**config.mk**
```make
export PLATFORM = sky130hd
export DESIGN_NAME = vec_intc
export DESIGN_NICKNAME = d
export VERILOG_FILES = /design/src/rtl/vic_pkg.sv /design/src/rtl/vic_source.sv /design/src/rtl/vic_arbiter.sv /design/src/rtl/vec_intc.sv
export SDC_FILE = /design/constraint.sdc
export NUM_CORES = 1
export LEC_CHECK = 0
export ABC_AREA = 1
export BUFFER_PORTS_ARGS = -buffer_cell sky130_fd_sc_hd__buf_2
export CORE_MARGIN = 5
export CORE_UTILIZATION = 50
export DETAILED_ROUTE_END_ITERATION = 6
export GPL_TIMING_DRIVEN = 0
export PLACE_DENSITY = 0.69
export SLEW_MARGIN = 25
export SYNTH_ARGS = -nofsm -noshare
export SYNTH_HDL_FRONTEND = slang
export SYNTH_HIERARCHICAL = 1
export SYNTH_SLANG_ARGS = --single-unit
```
**constraint.sdc**
```tcl
create_clock -name clk -period 7.3 [get_ports clk]
set_input_delay 0.365 -clock clk [delete_from_list [all_inputs] [get_ports clk]]
set_output_delay 0.365 -clock clk [all_outputs]
set_load 0.02 [all_outputs]
```
**src/rtl/vic_pkg.sv**
```systemverilog
package vic_pkg;

    localparam int ADDR_W = 8;
    localparam int DATA_W = 32;
    localparam int VEC_W  = 8;
    localparam int PRI_W  = 4;

    localparam logic [ADDR_W-1:0] A_CFG      = 8'h00;
    localparam logic [ADDR_W-1:0] A_FEAT     = 8'h04;
    localparam logic [ADDR_W-1:0] A_SPUR     = 8'h08;
    localparam logic [ADDR_W-1:0] A_TPRI     = 8'h0C;
    localparam logic [ADDR_W-1:0] A_ACK      = 8'h10;
    localparam logic [ADDR_W-1:0] A_EOI      = 8'h14;
    localparam logic [ADDR_W-1:0] A_SRC_BASE = 8'h20;
    localparam int                SRC_STRIDE = 8;

    localparam int CFG_RST_B  = 0;
    localparam int VP_MASK_B  = 31;
    localparam int VP_ACT_B   = 30;
    localparam int VP_SENSE_B = 23;
    localparam int VP_POL_B   = 22;
    localparam int VP_PRI_LSB = 16;
    localparam int VP_VEC_LSB = 0;

    typedef enum logic [1:0] {
        S_INIT,
        S_IDLE,
        S_SERVICE
    } ctl_state_t;

    typedef struct packed {
        logic             mask;
        logic             sense;
        logic             pol;
        logic [PRI_W-1:0] pri;
        logic [VEC_W-1:0] vec;
    } src_cfg_t;

    localparam src_cfg_t CFG_RESET = '{mask: 1'b1, sense: 1'b0, pol: 1'b0,
                                       pri: '0, vec: '0};

endpackage

```
**src/rtl/vic_source.sv**
```systemverilog
module vic_source
    import vic_pkg::*;
(
    input  logic     clk,
    input  logic     rst_n,
    input  logic     clear,
    input  logic     wr_cfg,
    input  src_cfg_t wr_val,
    input  logic     wr_dest,
    input  logic     dest_val,
    input  logic     req_in,
    input  logic     take,
    input  logic     retire,
    output src_cfg_t cfg,
    output logic     dest,
    output logic     active,
    output logic     in_svc,
    output logic     eligible
);

    logic prev_q;
    logic edge_pend_q;
    logic lvl_on;
    logic edge_hit;
    logic pending;

    always_comb begin
        lvl_on   = cfg.pol ? req_in : ~req_in;
        edge_hit = cfg.pol ? (req_in & ~prev_q) : (~req_in & prev_q);
        pending  = cfg.sense ? (lvl_on & ~in_svc) : edge_pend_q;
        active   = pending | in_svc;
        eligible = pending & ~cfg.mask & dest & (cfg.pri != '0);
    end

    always_ff @(posedge clk or negedge rst_n) begin
        if (!rst_n) begin
            cfg         <= CFG_RESET;
            dest        <= 1'b0;
            prev_q      <= 1'b0;
            edge_pend_q <= 1'b0;
            in_svc      <= 1'b0;
        end else if (clear) begin
            cfg         <= CFG_RESET;
            dest        <= 1'b0;
            prev_q      <= req_in;
            edge_pend_q <= 1'b0;
            in_svc      <= 1'b0;
        end else begin
            prev_q <= req_in;
            if (wr_cfg) begin
                cfg.mask <= wr_val.mask;
                if (cfg.mask && !active) begin
                    cfg.sense <= wr_val.sense;
                    cfg.pol   <= wr_val.pol;
                    cfg.pri   <= wr_val.pri;
                    cfg.vec   <= wr_val.vec;
                end
            end
            if (wr_dest) begin
                dest <= dest_val;
            end
            if (take) begin
                edge_pend_q <= 1'b0;
            end else if (edge_hit && !cfg.sense) begin
                edge_pend_q <= 1'b1;
            end
            if (take) begin
                in_svc <= 1'b1;
            end else if (retire) begin
                in_svc <= 1'b0;
            end
        end
    end

    // fields other than mask are locked while unmasked or active
    a_r3_edit_lock: assert property (@(posedge clk) disable iff (!rst_n)
        (wr_cfg && !clear && (!cfg.mask || active)) |=>
            ($stable(cfg.vec) && $stable(cfg.pri) && $stable(cfg.sense) && $stable(cfg.pol)))
        else $error("edit lock violated");

    // a latched edge request survives until it is taken
    a_r4_edge_holds: assert property (@(posedge clk) disable iff (!rst_n)
        (edge_pend_q && !take && !clear) |=> edge_pend_q)
        else $error("edge request lost");

endmodule

```
**src/rtl/vic_arbiter.sv**
```systemverilog
module vic_arbiter
    import vic_pkg::*;
#(
    parameter int N     = 4,
    localparam int IDX_W = (N > 1) ? $clog2(N) : 1
)(
    input  logic [N-1:0]            elig,
    input  logic [N-1:0][PRI_W-1:0] pri,
    input  logic [PRI_W-1:0]        thresh,
    output logic                    found,
    output logic [IDX_W-1:0]        win
);

    logic [PRI_W-1:0] best;

    always_comb begin
        found = 1'b0;
        best  = '0;
        win   = '0;
        for (int i = 0; i < N; i++) begin
            if (elig[i] && (pri[i] > thresh) && (!found || (pri[i] > best))) begin
                found = 1'b1;
                best  = pri[i];
                win   = IDX_W'(i);
            end
        end
    end

    // winner beats the threshold, no lower index ties or beats it,
    // no higher index beats it
    always_comb begin
        if (found) begin
            a_r6_above_thresh: assert (elig[win] && (pri[win] > thresh))
                else $error("winner does not qualify");
            for (int j = 0; j < N; j++) begin
                if (elig[j] && (j < int'(win))) begin
                    a_r7_low_index: assert (pri[j] < pri[win])
                        else $error("lower index should have won");
                end
                if (elig[j] && (j > int'(win))) begin
                    a_r7_high_index: assert (pri[j] <= pri[win])
                        else $error("higher priority skipped");
                end
            end
        end
    end

endmodule

```
**src/rtl/vec_intc.sv**
```systemverilog
module vec_intc
    import vic_pkg::*;
#(
    parameter int NUM_SRC    = 4,
    parameter int RST_CYCLES = 4,
    parameter int VERSION    = 2,
    localparam int IDX_W     = (NUM_SRC > 1) ? $clog2(NUM_SRC) : 1,
    localparam int CNT_W     = $clog2(RST_CYCLES + 1)
)(
    input  logic              clk,
    input  logic              rst_n,
    input  logic              bus_en,
    input  logic              bus_wr,
    input  logic [ADDR_W-1:0] bus_addr,
    input  logic [DATA_W-1:0] bus_wdata,
    output logic [DATA_W-1:0] bus_rdata,
    input  logic [NUM_SRC-1:0] irq_src,
    output logic              irq_out
);

    ctl_state_t state, state_nx;
    logic [CNT_W-1:0] rst_cnt;
    logic [IDX_W-1:0] svc_idx;
    logic [PRI_W-1:0] task_pri;
    logic [VEC_W-1:0] spur_vec;

    logic wr_op, rd_op, in_init;
    logic reset_go, ack_go, eoi_go;
    logic found;
    logic [IDX_W-1:0] win;
    src_cfg_t wr_val;
    logic unused_bits;

    src_cfg_t                    cfg     [NUM_SRC];
    logic [NUM_SRC-1:0]          dest, active, in_svc, elig;
    logic [NUM_SRC-1:0][PRI_W-1:0] pri_vec;
    logic [NUM_SRC-1:0]          hit_vp, hit_dest;
    logic [DATA_W-1:0]           rd_mux;

    always_comb begin
        wr_op    = bus_en & bus_wr;
        rd_op    = bus_en & ~bus_wr;
        in_init  = (state == S_INIT);
        reset_go = wr_op & !in_init & (bus_addr == A_CFG) & bus_wdata[CFG_RST_B];
        ack_go   = rd_op & (bus_addr == A_ACK) & (state == S_IDLE) & found;
        eoi_go   = wr_op & (bus_addr == A_EOI) & (state == S_SERVICE);
        wr_val   = '{mask:  bus_wdata[VP_MASK_B],
                     sense: bus_wdata[VP_SENSE_B],
                     pol:   bus_wdata[VP_POL_B],
                     pri:   bus_wdata[VP_PRI_LSB +: PRI_W],
                     vec:   bus_wdata[VP_VEC_LSB +: VEC_W]};
        unused_bits = ^{bus_wdata[30:24], bus_wdata[21:20], bus_wdata[15:8]};
    end

    for (genvar g = 0; g < NUM_SRC; g++) begin : g_src
        localparam logic [ADDR_W-1:0] VP_A = A_SRC_BASE + ADDR_W'(SRC_STRIDE * g);
        localparam logic [ADDR_W-1:0] DS_A = VP_A + ADDR_W'(4);

        assign hit_vp[g]   = (bus_addr == VP_A);
        assign hit_dest[g] = (bus_addr == DS_A);
        assign pri_vec[g]  = cfg[g].pri;

        vic_source u_src (
            .clk      (clk),
            .rst_n    (rst_n),
            .clear    (in_init),
            .wr_cfg   (wr_op & !in_init & hit_vp[g]),
            .wr_val   (wr_val),
            .wr_dest  (wr_op & !in_init & hit_dest[g]),
            .dest_val (bus_wdata[0]),
            .req_in   (irq_src[g]),
            .take     (ack_go && (win == IDX_W'(g))),
            .retire   (eoi_go && (svc_idx == IDX_W'(g))),
            .cfg      (cfg[g]),
            .dest     (dest[g]),
            .active   (active[g]),
            .in_svc   (in_svc[g]),
            .eligible (elig[g])
        );
    end

    vic_arbiter #(.N(NUM_SRC)) u_arb (
        .elig   (elig),
        .pri    (pri_vec),
        .thresh (task_pri),
        .found  (found),
        .win    (win)
    );

    // next-state logic
    always_comb begin
        state_nx = state;
        unique case (state)
            S_INIT:    if (rst_cnt == '0) state_nx = S_IDLE;
            S_IDLE:    if (reset_go)      state_nx = S_INIT;
                       else if (ack_go)   state_nx = S_SERVICE;
            S_SERVICE: if (reset_go)      state_nx = S_INIT;
                       else if (eoi_go)   state_nx = S_IDLE;
            default:   state_nx = S_INIT;
        endcase
    end

    // state register and controller-owned registers
    always_ff @(posedge clk or negedge rst_n) begin
        if (!rst_n) begin
            state    <= S_INIT;
            rst_cnt  <= CNT_W'(RST_CYCLES - 1);
            svc_idx  <= '0;
            task_pri <= '1;
            spur_vec <= '1;
        end else begin
            state <= state_nx;
            if (reset_go) begin
                rst_cnt <= CNT_W'(RST_CYCLES - 1);
            end else if (in_init && rst_cnt != '0) begin
                rst_cnt <= rst_cnt - 1'b1;
            end
            if (ack_go) begin
                svc_idx <= win;
            end
            if (in_init) begin
                task_pri <= '1;
                spur_vec <= '1;
            end else if (wr_op && bus_addr == A_TPRI) begin
                task_pri <= bus_wdata[PRI_W-1:0];
            end else if (wr_op && bus_addr == A_SPUR) begin
                spur_vec <= bus_wdata[VEC_W-1:0];
            end
        end
    end

    // outputs
    always_comb begin
        irq_out = (state == S_IDLE) && found;
        rd_mux  = '0;
        if (bus_addr == A_CFG) begin
            rd_mux[CFG_RST_B] = in_init;
        end else if (bus_addr == A_FEAT) begin
            rd_mux[7:0]   = 8'(VERSION);
            rd_mux[12:8]  = 5'd0;
            rd_mux[23:16] = 8'(NUM_SRC - 1);
        end else if (bus_addr == A_SPUR) begin
            rd_mux[VEC_W-1:0] = spur_vec;
        end else if (bus_addr == A_TPRI) begin
            rd_mux[PRI_W-1:0] = task_pri;
        end else if (bus_addr == A_ACK) begin
            rd_mux[VEC_W-1:0] = ack_go ? cfg[win].vec : spur_vec;
        end
        for (int i = 0; i < NUM_SRC; i++) begin
            if (hit_vp[i]) begin
                rd_mux[VP_MASK_B]               = cfg[i].mask;
                rd_mux[VP_ACT_B]                = active[i];
                rd_mux[VP_SENSE_B]              = cfg[i].sense;
                rd_mux[VP_POL_B]                = cfg[i].pol;
                rd_mux[VP_PRI_LSB +: PRI_W]     = cfg[i].pri;
                rd_mux[VP_VEC_LSB +: VEC_W]     = cfg[i].vec;
            end
            if (hit_dest[i]) begin
                rd_mux[0] = dest[i];
            end
        end
    end

    always_ff @(posedge clk or negedge rst_n) begin
        if (!rst_n) begin
            bus_rdata <= '0;
        end else if (rd_op) begin
            bus_rdata <= rd_mux;
        end
    end

    // a successful acknowledge drops the interrupt for the next cycle
    a_r8_ack_drops: assert property (@(posedge clk) disable iff (!rst_n)
        (rd_op && bus_addr == A_ACK && irq_out) |=> !irq_out)
        else $error("irq_out stayed high after acknowledge");

    // at most one source in service
    a_r8_single_svc: assert property (@(posedge clk) disable iff (!rst_n)
        $onehot0(in_svc))
        else $error("more than one source in service");

    // top task priority blocks delivery
    a_r6_tpri_block: assert property (@(posedge clk) disable iff (!rst_n)
        (task_pri == '1) |-> !irq_out)
        else $error("delivery above task priority 15");

    // end-of-interrupt returns to idle
    a_r9_eoi_idle: assert property (@(posedge clk) disable iff (!rst_n)
        (eoi_go && !reset_go) |=> (state == S_IDLE))
        else $error("EOI did not return to idle");

    // restart write enters initialisation
    a_r10_restart: assert property (@(posedge clk) disable iff (!rst_n)
        reset_go |=> (state == S_INIT))
        else $error("restart bit ignored");

endmodule

```
# After elaboration in Yosys (flattened, before gate mapping)
# Index checks and enable logic that the tools add are counted.
dict set report totals {
  ff_bits 118
  elab_cells 338
}
dict set report op_classes {
  addsub 1
  order_cmp 8
  eq_ne 25
  n_mux 117
  n_bitwise 64
  reduce_logical 81
}
# operator count
set ops {}
lappend ops {{$mux W8} 18}
lappend ops {{$mux W15} 8}
lappend ops {{$eq A8 B6 Y1 const B} 8}
lappend ops {{$mux W14} 4}
lappend ops {{$mux W1} 54}
lappend ops {{$mux W4} 11}
lappend ops {{$and A1 B1 Y1} 42}
lappend ops {{$mux W2} 17}
lappend ops {{$bmux W15 S2} 1}
lappend ops {{$reduce_bool A2 Y1} 15}
lappend ops {{$gt A4 B4 Y1} 7}
lappend ops {{$logic_and A1 B1 Y1} 27}
lappend ops {{$reduce_bool A3 Y1} 9}
lappend ops {{$not A1 Y1} 17}
lappend ops {{$eq A8 B4 Y1 const B} 2}
lappend ops {{$eq A8 B5 Y1 const B} 2}
lappend ops {{$reduce_bool A4 Y1} 4}
lappend ops {{$logic_not A1 Y1} 12}
lappend ops {{$eq A2 B2 Y1 const B} 5}
lappend ops {{$reduce_and A2 Y1} 5}
lappend ops {{$eq A8 B3 Y1 const B} 1}
lappend ops {{$logic_not A8 Y1} 1}
lappend ops {{$mux W7} 1}
lappend ops {{$eq A2 B1 Y1 const B} 3}
lappend ops {{other kinds (13)} 22}

# Longest topological paths before layout
# Gate-level depths: netlist (run 1).
dict set report logic_depth {
  word_depth 44
  ltp_mapped 51
  mapped_depth_nobuf 51
}

# Cells and area by module
# Netlist (run 1), hierarchy kept.
# mod instances cells_per_inst area_each_um2 seq_area_each_um2
set by_module_without_submodules {}
lappend by_module_without_submodules {vic_source 4 128 1028.5 476.7}
lappend by_module_without_submodules {vec_intc 1 412 2839.0 893.4}
lappend by_module_without_submodules {vic_arbiter 1 154 969.7 0.0}

# Worst setup path after synthesis (run 1)
# No wires, ideal clock.
dict set report synth_timing {
  path_kind {register to register}
  from {reg task_pri[3]}
  to {reg bus_rdata[3]}
  setup_time_ns 0.116
  arrival_time_ns 5.003
  t_required_ns 7.184
  path_slack_ns 2.181
  path_stages_with_launch 46
  path_buffers 1
  period_less_slack_ns 5.119
  path_cell_list {dfstp_2 inv_1 ha_1 nand2_2 clkinv_1 nand2_1 nand2_1 nand2_4 nor2_1 inv_1 ha_1 nand2_1 inv_1 nand2_1 nand2_1 nand2_1 nand2_2 nand2_4 (+10 left out) nand2_1 ha_1 a21oi_1 o21ai_0 o21a_1 o21bai_1 nand2_1 clkbuf_1 nor2_1 nor2_1 o21ai_1 nand3_2 a22oi_1 o21ai_1 a21oi_1 o211ai_1 nand2_1 nand2_1}
}
dict set report synth_between {
  elab_chain_cells 34
}
# element line_no
set synth_rtl {}
lappend synth_rtl {{start, declared} vec_intc.sv:24} ;# logic [PRI_W-1:0] task_pri;
lappend synth_rtl {{start signal, assigned} vec_intc.sv:125} ;# task_pri <= bus_wdata[PRI_W-1:0];
lappend synth_rtl {{$gt A4 B4 Y1} vic_arbiter.sv:21} ;# if (elig[i] && (pri[i] > thresh) && (!found || (pri[i] > best))) begin
lappend synth_rtl {{$logic_and A1 B1 Y1} vic_arbiter.sv:21}
lappend synth_rtl {{$mux W4 or $mux W1 (tied branches)} vic_arbiter.sv:21}
lappend synth_rtl {{$gt A4 B4 Y1 or $logic_not A1 Y1 (tied branches)} vic_arbiter.sv:21}
lappend synth_rtl {{$logic_or A1 B1 Y1} vic_arbiter.sv:21}
lappend synth_rtl {{$logic_and A1 B1 Y1} vic_arbiter.sv:21}
lappend synth_rtl {{$mux W4 or $mux W1 (tied branches)} vic_arbiter.sv:21}
lappend synth_rtl {{$gt A4 B4 Y1 or $logic_not A1 Y1 (tied branches)} vic_arbiter.sv:21}
lappend synth_rtl {{(+7 left out)} -}
lappend synth_rtl {{named net win[0]} vec_intc.sv:30} ;# logic [IDX_W-1:0] win;
lappend synth_rtl {{(+8 left out)} -}
lappend synth_rtl {{$mux W8 (*)} vec_intc.sv:138} ;# end else if (bus_addr == A_FEAT) begin
lappend synth_rtl {{$mux W8 (*)} vec_intc.sv:136} ;# if (bus_addr == A_CFG) begin
lappend synth_rtl {{$mux W4 (*)} vec_intc.sv:144} ;# end else if (bus_addr == A_TPRI) begin
lappend synth_rtl {{$mux W8 (*)} vec_intc.sv:142} ;# end else if (bus_addr == A_SPUR) begin
lappend synth_rtl {{$mux W8 (*)} vec_intc.sv:138}
lappend synth_rtl {{$mux W8 (*)} vec_intc.sv:136}
lappend synth_rtl {{$mux W7 (*)} vec_intc.sv:136}
lappend synth_rtl {{$mux W8 (*) (4 in a row)} vec_intc.sv:150} ;# if (hit_vp[i]) begin
lappend synth_rtl {{end signal, assigned} vec_intc.sv:168} ;# bus_rdata <= rd_mux;
lappend synth_rtl {{end, declared} vec_intc.sv:16} ;# output logic [DATA_W-1:0] bus_rdata,
# Mark *: on every way through the listed nets, which the timed path passes. The rest lies on a longest branch. The select of a mux whose other input is x is not followed.
# A chain may end at the register's enable or synchronous reset.

# Worst setup path after layout (run 1)
# Same ends and word-level chain as after synthesis.

==> summary.md, run 1 <==
| Metric | Value |
|---|---|
| Die Y | 136 µm |
| DR WL/cell | between 15 and 20 µm |
| Detailed Routing Iterations Pass 1 | 5 |
| Fillers | around 1500 |
| Die ar. | 18500 µm² |
| LEAKAGE | roughly 0.0047 µW |
| Detailed Route Iter0 Violations | roughly 600 |
| Final HPWL DP | approximately 17000 µm |
| Number of clock sinks | between 100 and 150 |
| Diodes inserted | 0 |
| DP Worst Slack | between 1 and 1.5 ns |
| Crit path max-delay cell type | dfstp_2 |
| Root Driver | clkbuf_16 |
| Synthesized area per cell | 7.35 µm² |
| CTS max path bufs | 2 |
| Final worst path period share | 83.3% |
| Yosys top cell area share | just under 30% |
| CTS Buf Count | 9 |
| Area contributors post-synth | dfrtp_1, nand2_1, nand2_2, inv_1, nor2_1 |
| Final setup violation count | 0 |
| Pwr dens | approximately 270 nW/µm² |
| Final nets | ~1200 |
| CP dominant cell by count | nand2_1 |
| CTS tree | done |
| Initial Util | about half |
| Vias in the first global route | 6679 |
| Via count | a little over 7000 |
| Die Width | 136 µm |
| Final setup margin | about 1.2 ns |
| IO Port Bufs | 47 |
| Synthesized netlist cell count | ~1100 |
| Worst slew pin tran | 0.649 ns |
| Max cap viols | 0 |
| First-pass GRT wire length | 34900 µm |
| Final Util | 56.2% |
| # DRC | 0 |
| Initial antenna violation count | 0 |
| Endpoints failing hold | 0 |
| GRT Residual Overflow | 0 |
| Max rail drop VDD | a little under 0.2 mV |
| Mapped Area | 7920 µm² |
| WS Path Type | flop to flop |
| Core box area | approximately 16000 µm² |
| Sequential cell area fraction in the yosys report | 35.3% |
| Cell row count | 46 |
| Power Total | approximately 2400 µW |
| CTS Hold Bufs | 1 |
| Leading area contributor after synthesis | dfrtp_1 |
| Overall routing resource usage | 24.2% |
| Status | finished, final reports clean |
| H-tree depth | 3 |
| Worst setup SP type | flop |
| Fin crit period | around 6 ns |
| GPL Wtd Cong | just under 1 |
| Routed WL | about 21000 µm |
| Ys Warns | 6 |
| Share of cells above drive strength 1 | between 20% and 30% |
| CP peak stage delay | roughly 0.56 ns |
| Top-level port count | 81 |
| Pin count of the biggest net entering global routing | 62 |
| Post CTS Setup Buffer Count | 0 |
| RSZ-0062 raised after global routing | no |
| HP Class | primary input to flop |
| Achievable Freq | 0.164 GHz |
| Fin Setup TNS | 0 ns |
| Crit end category | flop |
| Most common cell after layout, fill and taps aside | nand2_1 |
| WP data required | 7.56 ns |
| Worst skew pair latency | between 0.3 and 0.4 ns |
| Crit path max fanout | 10 |
| FF+latch count, synth | 111 |
| # resized after CTS | 0 |
| Slew margin rel. | between 50% and 60% |
| Synth-to-Final Area Change | 11.4% |
| Worst-case clock skew | about 0.0057 ns |
| Post-route ant nets | 0 |
| Placed cell area | approximately 8500 µm² |
| Via density | slightly above 5 |
| Slew Viols, Final | 0 |
| Clock-pin slew of the registers on the worst-case setup and hold paths | around 0.070 ns |
| Arrival time at the worst endpoint | about 6.3 ns |
| Post-route cell area | around 8800 µm² |
| Yosys cell types | 48 |
| Commonest cells after routing, fill and taps aside | nand2_1, inv_1, nor2_1 |
-- cells by family (layout without fill, tap and decap cells) --
family / after synthesis / count (layout) / synth area share [%]
AND/OR/NAND/NOR: 577 / 577 / 36.4
buffers and inverters: 224 / 289 / 13.1
adder cells (fa/ha/maj): 30 / 30 / 4.74
other: 1 / 16 / 0.0473
XOR/XNOR: 1 / 1 / 0.111
AO/OA/AOI/OAI: 134 / 134 / 10.3
flip-flops: 111 / 111 / 35.3
-- report_power, final --
part           internal [µW]  switching, µW  leakage [µW]
Sequential               833            235       0.00137
Clock                    266            239      0.000138
Combinational            348            502       0.00318
-- synth_stat cells, drive strengths merged --
master,number
dfrtp,93
o21bai,3
or2,1
clkbuf,6
nor4,4
o21a,2
ha,30
nor2,144
and2,4
clkinv,6
o21ai,55
o221ai,2
xor2,1
o2111ai,1
o211ai,8
a22o,6
nor3,11
buf,44
a21oi,42
dfstp,18
nand2,300
o22a,1
a221oi,6
nand3,99
nand4,14
a22oi,5
a31oi,3
conb,1
inv,168
-- sequential cells by signal, summed over array words and instances (netlist names) --
name and cells:
g_src.u_src/in_svc 4, g_src.u_src/edge_pend_q 4, rst_cnt 3, g_src.u_src/cfg 60, bus_rdata 16, state 2, task_pri 4, g_src.u_src/prev_q 4
g_src.u_src/dest 4, spur_vec 8, svc_idx 2
-- critical path, delay by kind of cell, from the launching register on --
family | cells | cell delay [ns]
buffers and inverters | 5 | 0.55
AND/OR/NAND/NOR | 25 | 2.14
adder cells (fa/ha/maj) | 4 | 1.19
AO/OA/AOI/OAI | 11 | 1.53
flip-flops | 1 | 0.56
-- routing by layer --
layer	global-route usage (%)	share of wire, %	up-vias
met5	0	0	-
met4	7.61	2.3	0
met3	4.92	7.8	35
met2	37.4	43	239
met1	34.2	46	3294
li1	-	-	3547
-- cell type report --
class / instances / area, µm² / area share [%]
tap: 216 / 270 / 3.06
multi-input combinational: 758 / 4140 / 47.0
buffer: 50 / 367 / 4.15
clock buffer: 9 / 225 / 2.55
clock inverter: 7 / 71.3 / 0.808
inverter: 174 / 668 / 7.57
sequential: 111 / 2800 / 31.7
timing repair buffer: 49 / 279 / 3.16
-- per-stage QoR --
step | hold slack, ns | std cells
3_3_place_gp | 0.461 | 1356
4_1_cts | 0.135 | 1374
2_1_floorplan | 0.0694 | 1093
3_5_place_dp | 0.354 | 1357
6_report | 0.145 | 1374
5_1_grt | 0.139 | 1374
-- worst paths after layout --
kind                               startpoint                endpoint  slack [ns]  cells past startpoint
worst max-delay path              task_pri[3]            bus_rdata[3]        1.22                     45
worst min-delay path               irq_src[2]   g_src[2].u_src/prev_q        0.14                      1
worst max register to register    task_pri[3]            bus_rdata[3]        1.22                     45
worst min register to register  bus_rdata[16]           bus_rdata[16]        0.48                      2
max in group asynchronous               rst_n  g_src[3].u_src/cfg[14]        6.07                      3
min in group asynchronous               rst_n   g_src[0].u_src/prev_q        0.52                      2
(Power assumes the default switching activity.)
==> inputs of run 2 (changes only) <==
==> constraint.sdc (replaced) <==
create_clock -name clk -period 5.8 [get_ports clk]
set_input_delay 0.29 -clock clk [delete_from_list [all_inputs] [get_ports clk]]
set_output_delay 0.29 -clock clk [all_outputs]
set_load 0.02 [all_outputs]
==> run 2 against run 1 <==
  * The flow now finishes with violations (DRC)
  * Power grew 33%
  * Clock-buffer cell count is the same
  * Register-to-register slack lost 0.93 ns
  * Sequential cell count is the same
  * Largest power group unchanged
  * Sequential power grew 28%
  * Cell count grew 0.87%
==> summary.md, run 2 (synthesis results as in run 1) <==
| Metric | Value |
|---|---|
| Crit path max fanout | 7 (-3) |
| Final Util | 58.8% (+2.6 points) |
| CTS tree | done |
| Most common cell after layout, fill and taps aside | nand2_1 |
| # DRC | 5 (+5) |
| HP Class | primary input to flop |
| Fin crit period | 5.51 ns (-0.569 ns) |
| Slew margin rel. | 55.9% (-0.76 points) |
| Global Route met1 Usage | 34.4% (+0.21 points) |
| Status | finished with violations |
| Crit path max-delay cell type | dfstp_2 |
| Top reg by flops | g_src.u_src/cfg |
| Max cap viols | 0 (unchanged) |
| Endpoints failing hold | 0 (unchanged) |
| CTS Buf Count | 9 (unchanged) |
| WP data required | 6.05 ns (-1.51 ns) |
| Detailed Route Iter0 Violations | 532 (-13%) |
| Top flop regs | g_src.u_src/cfg (60), bus_rdata (16), spur_vec (8) |
| Overall routing resource usage | 24.2% (+0.031 points) |
| Arrival time at the worst endpoint | 5.76 ns (-0.58 ns) |
| R2r endpoint | bus_rdata[2] |
| Final setup violation count | 0 (unchanged) |
| Crit path to | bus_rdata[2] |
| Share of cells above drive strength 1 | 30.9% (+5.3 points) |
| Initial Util | 50.4% (unchanged) |
| Top-level port count | 81 (unchanged) |
| LEAKAGE | 0.00480 µW (+2.6%) |
| Achievable Freq | 0.181 GHz (+10%) |
| CP peak stage delay | 0.56 ns (about the same) |
| Worst slew pin tran | 0.661 ns (+0.0114 ns) |
| CP dominant cell by count | nand2_1 |
| Crit end category | flop |
| Diodes inserted | 0 (unchanged) |
| Detailed Routing Iterations Pass 1 | 7 (+2) |
| Commonest cells after routing, fill and taps aside | nand2_1, inv_1, nor2_1 |
| Post-route ant nets | 0 (unchanged) |
| CTS max path bufs | 2 (unchanged) |
| IO Port Bufs | 47 (unchanged) |
| DP Worst Slack | -0.187 ns (-1.48 ns) |
| Via count | 7165 (+0.70%) |
| Synth-to-Final Area Change | 16.6% |
| M2 GR Usage | 37.4% (+0.055 points) |
| Worst setup SP type | flop |
| DR WL/cell | 15.7 µm (+1.4%) |
| Reg2Reg Depth | 43 (-4.4%) |
| CP startpoint | task_pri[1] |
| Pin count of the biggest net entering global routing | 62 (unchanged) |
| Die Y | 136 µm (unchanged) |
| Worst skew pair latency | 0.36 ns (about the same) |
| Vias in the first global route | 6693 (+0.21%) |
| WS Path Type | flop to flop |
| Initial antenna violation count | 0 (unchanged) |
| Final HPWL DP | 16800 µm (unchanged) |
| Via density | 5.17 (-0.17%) |
| Slew Viols, Final | 0 (unchanged) |
| Routed WL | 21800 µm (+2.2%) |
| Worst R2R Start | task_pri[1] |
| Met3 Use GR | 4.70% (-0.22 points) |
| Pwr dens | 348 nW/µm² (+27%) |
| H-tree depth | 3 (unchanged) |
| Top Usage Layer GRT | met2 |
| Die Width | 136 µm (unchanged) |
| Clock-pin slew of the registers on the worst-case setup and hold paths | 0.07 ns (about the same) |
| Final nets | 1243 (+0.97%) |
| Final worst hold slack | 0.0692 ns (-0.0757 ns) |
| Failing checks | DRC |
| Max FFs per register | 60 (unchanged) |
| Root Driver | clkbuf_16 |
| Max rail drop VDD | 0.243 mV (+26%) |
| GPL Wtd Cong | 0.983 (unchanged) |
| Worst reg-to-reg setup slack | 0.29 ns (-0.93 ns) |
| Final worst path period share | 95.1% (+12 points) |
| Final setup margin | 0.287 ns (-0.931 ns) |
| GRT Residual Overflow | 0 (unchanged) |
| Cell row count | 46 (unchanged) |
| First-pass GRT wire length | 35000 µm (+0.22%) |
| Worst-case clock skew | 0.00516 ns (-0.000505 ns) |
| Number of clock sinks | 111 (unchanged) |
| Core box area | 15700 µm² (unchanged) |
| Die ar. | 18500 µm² (unchanged) |
==> run 2: changes by cell type in the layout (fill, tap and decap cells not counted), sizes merged <==
cell,change
clkbuf,-1
buf,+13
==> run 2: through the flow <==
stage               TNS, ns  instance area [µm²]  total power [µW]  instances
floorplan                 0                 7980              2100       1093
global placement     -0.254                 8480              2380       1356
detailed placement   -0.611                 8520              2420       1357
CTS                       0                 8860              3060       1375
global route         -0.440                 9240              3460       1386
finish                    0                 9240              3220       1386
==> run 2: cell type report <==
type | instances | area [µm²]
clock buffers | 9 | 225
clock inverters | 7 | 71.3
multi-input cells | 758 | 4410
inverters | 174 | 678
well taps | 216 | 270
repair buffers | 62 | 394
plain buffers | 49 | 384
flip-flops and latches | 111 | 2800
fillers | 1490 | 6480
==> run 2: how the worst min path moves through the flow <==
stage                          start  cells past startpoint  slack (ns)               endpoint
after floorplan                rst_n                      0      -0.006           bus_rdata[0]
after CTS                 irq_src[2]                      1        0.06  g_src[2].u_src/prev_q
after global routing      irq_src[2]                      1        0.06  g_src[2].u_src/prev_q
after global placement    irq_src[2]                      1        0.44  g_src[2].u_src/prev_q
final                     irq_src[2]                      1        0.07  g_src[2].u_src/prev_q
after detailed placement       rst_n                      1        0.28  g_src[0].u_src/prev_q
==> run 2: repair_timing <==
item                                    in CTS  in global routing
gates cloned                                 0                  1
buffers inserted                             1                 11
gates resized for setup                     14                 62
pin swaps                                    2                 24
endpoints found under the setup margin       5                 10
hold buffers                                 1                  0
hold endpoints to repair                    35                  0
==> run 2: power by group <==
group          internal [µW]  switching [µW]
Clock                    335             302
Sequential              1050             317
Combinational            524             688
==> run 2: critical path: cells and delay by family (launching register included) <==
family	cells	cell delay (ns)
and+or+nand+nor	24	2.08
adders and majority gates	4	0.97
DFF	1	0.56
buffers and inverters	4	0.36
AOI/OAI and AO/OA	11	1.39
==> run 2: metal layers <==
layer | up-vias | wire length [µm]
met5 | - | 0
met3 | 34 | 1620
met4 | 0 | 616
li1 | 3567 | -
met2 | 241 | 9540
met1 | 3323 | 10000
